===== config.mk =====
export PLATFORM = sky130hd
export DESIGN_NAME = irq_concentrator
export DESIGN_NICKNAME = d
export VERILOG_FILES = /design/src/rtl/irq_conc_pkg.sv /design/src/rtl/irq_edge_capture.sv /design/src/rtl/irq_pending_bank.sv /design/src/rtl/irq_req_fsm.sv /design/src/rtl/irq_concentrator.sv
export SDC_FILE = /design/constraint.sdc
export NUM_CORES = 1
export LEC_CHECK = 0
export BUFFER_PORTS_ARGS = -buffer_cell sky130_fd_sc_hd__buf_2
export CAP_MARGIN = 20
export CORE_ASPECT_RATIO = 2
export CORE_MARGIN = 2
export CORE_UTILIZATION = 45
export CTS_CLUSTER_DIAMETER = 50
export CTS_CLUSTER_SIZE = 10
export DETAILED_ROUTE_END_ITERATION = 6
export HOLD_SLACK_MARGIN = 0.02
export PLACE_DENSITY_LB_ADDON = 0.2
export REMOVE_ABC_BUFFERS = 1
export SYNTH_ARGS = -nofsm -noshare
export SYNTH_HDL_FRONTEND = slang
export SYNTH_HIERARCHICAL = 1
export SYNTH_SLANG_ARGS = --single-unit

===== constraint.sdc =====
create_clock -name clk -period 0.9 [get_ports clk]
set_input_delay 0.045 -clock clk [delete_from_list [all_inputs] [get_ports clk]]
set_output_delay 0.045 -clock clk [all_outputs]
set_load 0.05 [all_outputs]

===== src/rtl/irq_conc_pkg.sv =====
package irq_conc_pkg;
    localparam int ADDR_W = 4;
    localparam int DATA_W = 16;

    localparam logic [ADDR_W-1:0] OFS_PEND = 4'h0;
    localparam logic [ADDR_W-1:0] OFS_MASK = 4'h4;
    localparam logic [ADDR_W-1:0] OFS_ID   = 4'h8;

    typedef enum logic [0:0] {
        ST_QUIET   = 1'b0,
        ST_REQUEST = 1'b1
    } req_state_t;
endpackage


===== src/rtl/irq_edge_capture.sv =====
module irq_edge_capture #(
    parameter int NSRC = 8
) (
    input  logic            clk,
    input  logic            rst_n,
    input  logic [NSRC-1:0] raw_in,
    output logic [NSRC-1:0] rise_pulse
);
    logic [NSRC-1:0] meta_q;
    logic [NSRC-1:0] sync_q;
    logic [NSRC-1:0] hist_q;

    genvar gi;
    generate
        for (gi = 0; gi < NSRC; gi++) begin : g_lane
            always_ff @(posedge clk or negedge rst_n) begin
                if (!rst_n) begin
                    meta_q[gi] <= 1'b0;
                    sync_q[gi] <= 1'b0;
                    hist_q[gi] <= 1'b0;
                end else begin
                    meta_q[gi] <= raw_in[gi];
                    sync_q[gi] <= meta_q[gi];
                    hist_q[gi] <= sync_q[gi];
                end
            end
            assign rise_pulse[gi] = sync_q[gi] & ~hist_q[gi];
        end
    endgenerate
endmodule


===== src/rtl/irq_pending_bank.sv =====
module irq_pending_bank #(
    parameter int NSRC = 8
) (
    input  logic            clk,
    input  logic            rst_n,
    input  logic [NSRC-1:0] set_pulse,
    input  logic            clear_all,
    output logic [NSRC-1:0] pend_q
);
    genvar gi;
    generate
        for (gi = 0; gi < NSRC; gi++) begin : g_cell
            always_ff @(posedge clk or negedge rst_n) begin
                if (!rst_n) begin
                    pend_q[gi] <= 1'b0;
                end else if (set_pulse[gi]) begin
                    pend_q[gi] <= 1'b1;
                end else if (clear_all) begin
                    pend_q[gi] <= 1'b0;
                end
            end
        end
    endgenerate
endmodule


===== src/rtl/irq_req_fsm.sv =====
module irq_req_fsm (
    input  logic clk,
    input  logic rst_n,
    input  logic active,
    output logic req_n
);
    import irq_conc_pkg::*;

    req_state_t state_q;
    req_state_t state_d;

    always_comb begin
        state_d = state_q;
        unique case (state_q)
            ST_QUIET:   if (active)  state_d = ST_REQUEST;
            ST_REQUEST: if (!active) state_d = ST_QUIET;
            default:    state_d = ST_QUIET;
        endcase
    end

    always_ff @(posedge clk or negedge rst_n) begin
        if (!rst_n) state_q <= ST_QUIET;
        else        state_q <= state_d;
    end

    always_comb begin
        req_n = (state_q != ST_REQUEST);
    end
endmodule


===== src/rtl/irq_concentrator.sv =====
module irq_concentrator #(
    parameter int         NSRC     = 8,
    parameter logic [3:0] BOARD_ID = 4'd8,
    parameter logic [3:0] EXPAN_ID = 4'd2,
    parameter logic [3:0] CARD_ID  = 4'd1
) (
    input  logic        clk,
    input  logic        rst_n,
    input  logic [3:0]  bus_addr,
    input  logic        bus_we,
    input  logic [15:0] bus_wdata,
    output logic [15:0] bus_rdata,
    input  logic [7:0]  src_req,
    output logic        req_n
);
    import irq_conc_pkg::*;

    localparam int PAD_W = DATA_W - NSRC;
    localparam logic [DATA_W-1:0] ID_WORD = {4'h0, BOARD_ID, EXPAN_ID, CARD_ID};

    logic [NSRC-1:0] rise;
    logic [NSRC-1:0] pend_q;
    logic [NSRC-1:0] mask_q;
    logic            clr_wr;
    logic            mask_wr;

    assign clr_wr  = bus_we && (bus_addr == OFS_PEND) && (bus_wdata == '0);
    assign mask_wr = bus_we && (bus_addr == OFS_MASK);

    irq_edge_capture #(.NSRC(NSRC)) u_edge (
        .clk        (clk),
        .rst_n      (rst_n),
        .raw_in     (src_req),
        .rise_pulse (rise)
    );

    irq_pending_bank #(.NSRC(NSRC)) u_pend (
        .clk       (clk),
        .rst_n     (rst_n),
        .set_pulse (rise),
        .clear_all (clr_wr),
        .pend_q    (pend_q)
    );

    always_ff @(posedge clk or negedge rst_n) begin
        if (!rst_n)       mask_q <= '0;
        else if (mask_wr) mask_q <= bus_wdata[NSRC-1:0];
    end

    irq_req_fsm u_fsm (
        .clk    (clk),
        .rst_n  (rst_n),
        .active (|(pend_q & mask_q)),
        .req_n  (req_n)
    );

    always_comb begin
        unique case (bus_addr)
            OFS_PEND: bus_rdata = {{PAD_W{1'b0}}, pend_q};
            OFS_MASK: bus_rdata = {{PAD_W{1'b0}}, mask_q};
            OFS_ID:   bus_rdata = ID_WORD;
            default:  bus_rdata = '0;
        endcase
    end
endmodule


==> impl_results.md, run 1 <==
- CP peak stage delay: 0.37 ns
- Vias: 1168
- CP Buf/Inv Count: 1
- Flops & latches, synth: 41
- Initial core utilization: 45.9%
- Crit path depth: 3
- Clock Skew: 0.00451 ns
- Final WS setup: -0.501 ns
- Reg2reg end: u_fsm/state_q
- Worst endpoint required time: 0.85 ns
- Post-synthesis instance total: 111
- Design Power: 4740 uW
- Min Tclk post-route: 1.40 ns
- 1st-iter DRT viols: 12
- Top cell type's share of synthesized area: 62.6%
- Fin Hold WS: 0.0510 ns
- Layout area overhead: 52.9%
- CTS Root Cell: clkbuf_8
- Largest net degree at the start of global routing: 30
- CTS Buffer Depth: 2
- Later-pin clock latency in the skew report: 0.29 ns
- Gr usage total: 19.1%
- Post-Route WL: 3760 um
- DRC: 0
- Antenna violations before repair: 0
- Vias/cell: 4.79
- Max_cap viols: 0
- First-pass GRT wire length: 5330 um
- Die area: 4170 um2
- R2R depth: 4
- Antenna Nets Post-Route: 0
- Multi-input gate area: 627 um2
- Share of cells above drive strength 1: 53.3%
- Post-Syn Area: 1640 um2
- Clk slew on worst S/H paths: 0.08 ns
- Arr. time, crit path: 1.36 ns
- Final nets: 225
- Final setup viols: 22
- CTS H-tree lvls: 2
- CTS tree: built
- DR WL/cell: 15.4 um
- Fillers: 266
- Core Rows: 31
- IR drop worst, VDD: 1.52 mV
- Power per Cell Area: 1890 nW/um2
- Vias in the first global route: 1195
- Die W: 46.7 um
- Fmax: 714 MHz
- Final TNS setup: -3.66 ns
- Pre-Repair DR Iteration Count: 4
- Total congestion overflow: 0
- CP Capture Type: primary output
- Period Utilization, post-route: 156%
- Antenna cell count: 0
- Die Span Y: 89.3 um
- Status: finished, violations left
- Area leader, netlist: dfrtp_1
- Dpl hpwl: 2330 um
- Avg Inst Size Synth: 14.8 um2
- Failing checks: negative setup slack
- GP Congestion: 0.811
- Setup CP Type: flip-flop to primary output
- Ranking of synthesized cells by area: dfrtp_1 (63%), mux2_4 (7.3%), nor2b_4 (6.7%)
- Worst hold path type: primary input to flip-flop
- Maximum fanout along the worst path: 2
- Seq/Total Area, Yosys: 62.6%
- FF+latch area: 1030 um2
- FF-to-FF Start: mask_q[0]
- Fin util: 70.2%
- Core area: 3570 um2
- R2R setup slack: -0.14 ns
- CP startpoint kind: flip-flop
- Slowest cell on crit path: dfrtp_1
- Cell Chain, Critical Path: nand2b_1 > a2111oi_2 > buf_4
- Num Clock Sinks: 41
- CP delay by family, top: flip-flops
- IO Count: 48
- CP Launch Point: mask_q[5]
- PortBufs: 40
- Static Leak: 0.00117 uW
- Unrepaired setup endpoints after global routing: true
- CTS buffer count: 5
- Number of library cell types mapped by synthesis: 23
- Worst Setup EP: bus_rdata[5]
- Ys Warns: 6
- Final Slew Violations: 0
- Final Hold Fails: 0
synth_stat cells:
| cell type | number |
|---|---|
| dfrtp_1 | 41 |
| buf_6 | 2 |
| a22oi_1 | 4 |
| inv_2 | 1 |
| and3_1 | 1 |
| buf_4 | 7 |
| nor4_1 | 4 |
| clkbuf_1 | 1 |
| nor3_2 | 1 |
| conb_1 | 1 |
| mux2i_1 | 6 |
| or3_1 | 1 |
| or4b_1 | 1 |
| nor3_1 | 2 |
| inv_1 | 1 |
| nor4b_1 | 1 |
| nand4_1 | 2 |
| nor2_1 | 6 |
| nand2b_1 | 2 |
| nor2b_4 | 8 |
| a21o_1 | 8 |
| mux2_4 | 8 |
| a2111oi_0 | 2 |
cells in the final DEF, fill, tap and decap left out, drive strengths merged, types with 3 or more instances in the layout:
cell type / instances
a21o: 8
a22oi: 4
buf: 67
clkbuf: 5
conb: 7
dfrtp: 41
dlygate4sd3: 13
mux2: 8
mux2i: 6
nor2: 6
nor2b: 8
nor3: 3
nor4: 4
state kept, by name, summed over array words and instances, names as in the netlist:
name and cells:
mask_q 8, u_edge/hist_q 8, u_edge/meta_q 8, u_edge/sync_q 8, u_pend/pend_q 8, u_fsm/state_q 1
cell families (layout without fill, tap and decap cells):
logic type | count (synthesis) | count (layout) | synth area share, %
other | 1 | 7 | 0.229
AO/OA/AOI/OAI | 14 | 14 | 6.57
flip-flops | 41 | 41 | 62.6
multiplexers | 14 | 14 | 11.0
AND/OR/NAND/NOR | 29 | 29 | 14.3
buffers and inverters | 12 | 90 | 5.27
per-layer routing:
layer	global-route usage, %	vias to the layer above	wire, um
met3	4.24	14	152
met4	14.1	0	184
li1	-	542	-
met1	19.0	566	1300
met5	0	-	0
met2	32.7	46	2120
report_power, final:
part           total, uW  internal [uW]  switching, uW
clock               1710           1100            611
sequential          2080           1980           97.8
combinational        950            536            414
worst reg2reg max path: stages (launching register included):
cell and delay [ns]:
dfrtp_1 0.41, buf_4 0.14, buf_4 0.13, a22oi_2 0.16
nand4_1 0.09
worst min path at each step:
stage	startpoint	depth (start not counted)	to	slack [ns]
floorplan	rst_n	0	mask_q[0]	-0.25
global placement	rst_n	1	u_edge/meta_q[3]	-0.05
detailed placement	rst_n	1	u_edge/meta_q[3]	-0.04
CTS	bus_wdata[3]	2	mask_q[3]	0.03
global route	bus_wdata[3]	2	mask_q[3]	0.03
finish	bus_wdata[6]	2	mask_q[6]	0.05
cell type report:
class                           count  share of cell area, %
Multi-Input combinational cell     64                   25.0
Inverter                            2                  0.300
Sequential cell                    41                   41.0
Clock inverter                      3                   2.60
Clock buffer                        5                   2.75
Timing Repair Buffer               80                   25.9
Tap cell                           49                   2.45
repair_timing:
action | in CTS | in global routing
pin swaps | 6 | 6
setup buffers | 13 | 3
setup endpoints to repair | 21 | 27
resized for setup | 32 | 13
hold endpoints to repair | 53 | 0
hold buffers | 13 | 0
stage by stage:
step / worst slack, ns / std cells / cell area (um2)
after global routing: -0.545 / 244 / 2500
after floorplan: -2.02 / 107 / 1580
final: -0.501 / 244 / 2500
after detailed placement: -0.523 / 209 / 1950
after global placement: -0.487 / 209 / 1950
after CTS: -0.466 / 241 / 2420
No activity file was read; power rests on OpenSTA's default activity.
==> run 2, diff against run 1 <==
--- a/config.mk
+++ b/config.mk
@@ -7,7 +7,7 @@
 export LEC_CHECK = 0
 export BUFFER_PORTS_ARGS = -buffer_cell sky130_fd_sc_hd__buf_2
 export CAP_MARGIN = 20
-export CORE_ASPECT_RATIO = 2
+export CORE_ASPECT_RATIO = 0.9
 export CORE_MARGIN = 2
 export CORE_UTILIZATION = 45
 export CTS_CLUSTER_DIAMETER = 50
==> impl_results.md, run 2 (synthesized netlist as in run 1, its figures left out) <==
- Share of cells above drive strength 1: 50.8%
- Arr. time, crit path: 1.28 ns
- Period Utilization, post-route: 148%
- Gr usage total: 20.2%
- Die area: 4140 um2
- Static Leak: 0.00115 uW
- Post-route insts no fill: 241
- CTS Root Cell: clkbuf_8
- Most frequent cells in the layout: dfrtp_1 (41), buf_2 (28), buf_4 (21), dlygate4sd3_1 (17), buf_6 (15)
- Die W: 67.6 um
- Failing checks: negative setup slack
- Vias: 1161
- CP Capture Type: primary output
- Final Slew Violations: 0
- Clock Skew: 0.0122 ns
- Antenna Nets Post-Route: 0
- Unrepaired setup endpoints after global routing: true
- Core area: 3430 um2
- Dpl hpwl: 2160 um
- Min Tclk post-route: 1.33 ns
- Vias/cell: 4.82
- CTS Buffer Depth: 2
- Post-Route WL: 3940 um
- Final Hold Fails: 0
- Layout area overhead: 51.3%
- CP startpoint kind: flip-flop
- GP Congestion: 0.733
- CTS tree: built
- PortBufs: 40
- Final WS setup: -0.430 ns
- Num Clock Sinks: 41
- Hold path depth: 4
- R2R depth: 4
- DR WL/cell: 16.4 um
- Vias in the first global route: 1202
- First-pass GRT wire length: 5740 um
- Setup CP Type: flip-flop to primary output
- Maximum fanout along the worst path: 2
- Antenna cell count: 0
- Largest net degree at the start of global routing: 42
- IO Count: 48
- Pre-Repair DR Iteration Count: 4
- Fillers: 215
- Clk slew on worst S/H paths: 0.08 ns
- Final TNS setup: -4.12 ns
- Initial core utilization: 47.8%
- IR drop worst, VDD: 1.37 mV
- Status: finished, violations left
- Total congestion overflow: 0
- Die Span Y: 61.2 um
- Max_cap viols: 0
- Placed Instances: 202
- 1st-iter DRT viols: 28
- Final setup viols: 26
- Final nets: 227
- CTS H-tree lvls: 2
- Fmax: 752 MHz
- Later-pin clock latency in the skew report: 0.31 ns
- Commonest non-fill, non-tap cell in the layout: dfrtp_1
- R2R setup slack: -0.13 ns
- DRC: 0
- Setup slack after placement: -0.511 ns
- CTS buffer count: 5
- Design Power: 4220 uW
- Antenna violations before repair: 0
- Worst endpoint required time: 0.85 ns
- Worst hold path type: primary input to flip-flop
- Power per Cell Area: 1700 nW/um2
- Core Rows: 20
==> run 2: changes by cell type in the layout (fill, tap and decap cells not counted), moves of 2 or more <==
cell,delta
dlygate4sd3_1,+4
a2111oi_2,-2
a2111oi_4,+2
buf_6,-2
bufinv_16,-2
==> run 2: what timing repair did <==
action	in CTS	in global routing
pin swaps	6	10
resized for setup	30	13
buffers inserted	9	7
endpoints found under the hold margin	57	0
endpoints found under the setup margin	19	27
cloned	0	0
hold buffers	17	0
==> run 2: routing by layer <==
layer	vias to the layer above	part of all wire (%)	GRT usage, %
met1	566	41	24.8
met4	0	2.9	9.91
met3	11	6.3	8.23
li1	546	-	-
met5	-	0	0
met2	38	50	31.2
==> run 2: final cells by class <==
type | instances | area [um2] | share of cell area (%)
clock buffers | 6 | 72.6 | 2.93
flip-flops and latches | 41 | 1030 | 41.4
clock inverters | 2 | 10.0 | 0.404
repair buffers | 82 | 657 | 26.5
inverters | 2 | 7.51 | 0.303
multi-input cells | 64 | 651 | 26.2
well taps | 44 | 55.1 | 2.22
==> run 2: worst max-delay path, cell delays in order, from the launching register on <==
cell and delay [ns]:
dfrtp_1 0.35, nand2b_1 0.09, a2111oi_4 0.33, buf_6 0.21
==> run 2: worst paths after layout <==
kind	start	end
setup / recovery	mask_q[0]	bus_rdata[0]
hold / removal	bus_wdata[2]	u_pend/pend_q[5]
setup reg to reg	mask_q[6]	u_fsm/state_q
hold reg to reg	u_edge/meta_q[4]	u_edge/sync_q[4]
max in group asynchronous	rst_n	u_edge/sync_q[1]
min in group asynchronous	rst_n	u_edge/hist_q[7]
==> run 2: power by group <==
part           switching [uW]  internal (uW)
registers                94.5           1980
logic                     424            527
clock network             654            538
==> run 2: metrics by stage <==
step / instance area [um2] / util, % / hold slack [ns]
after floorplan: 1580 / - / -0.251
after global placement: 1930 / 56.4 / 0.0255
after detailed placement: 1930 / 56.4 / 0.0314
after CTS: 2360 / 68.9 / 0.156
after global routing: 2480 / 72.3 / 0.209
final: 2480 / 72.3 / 0.197
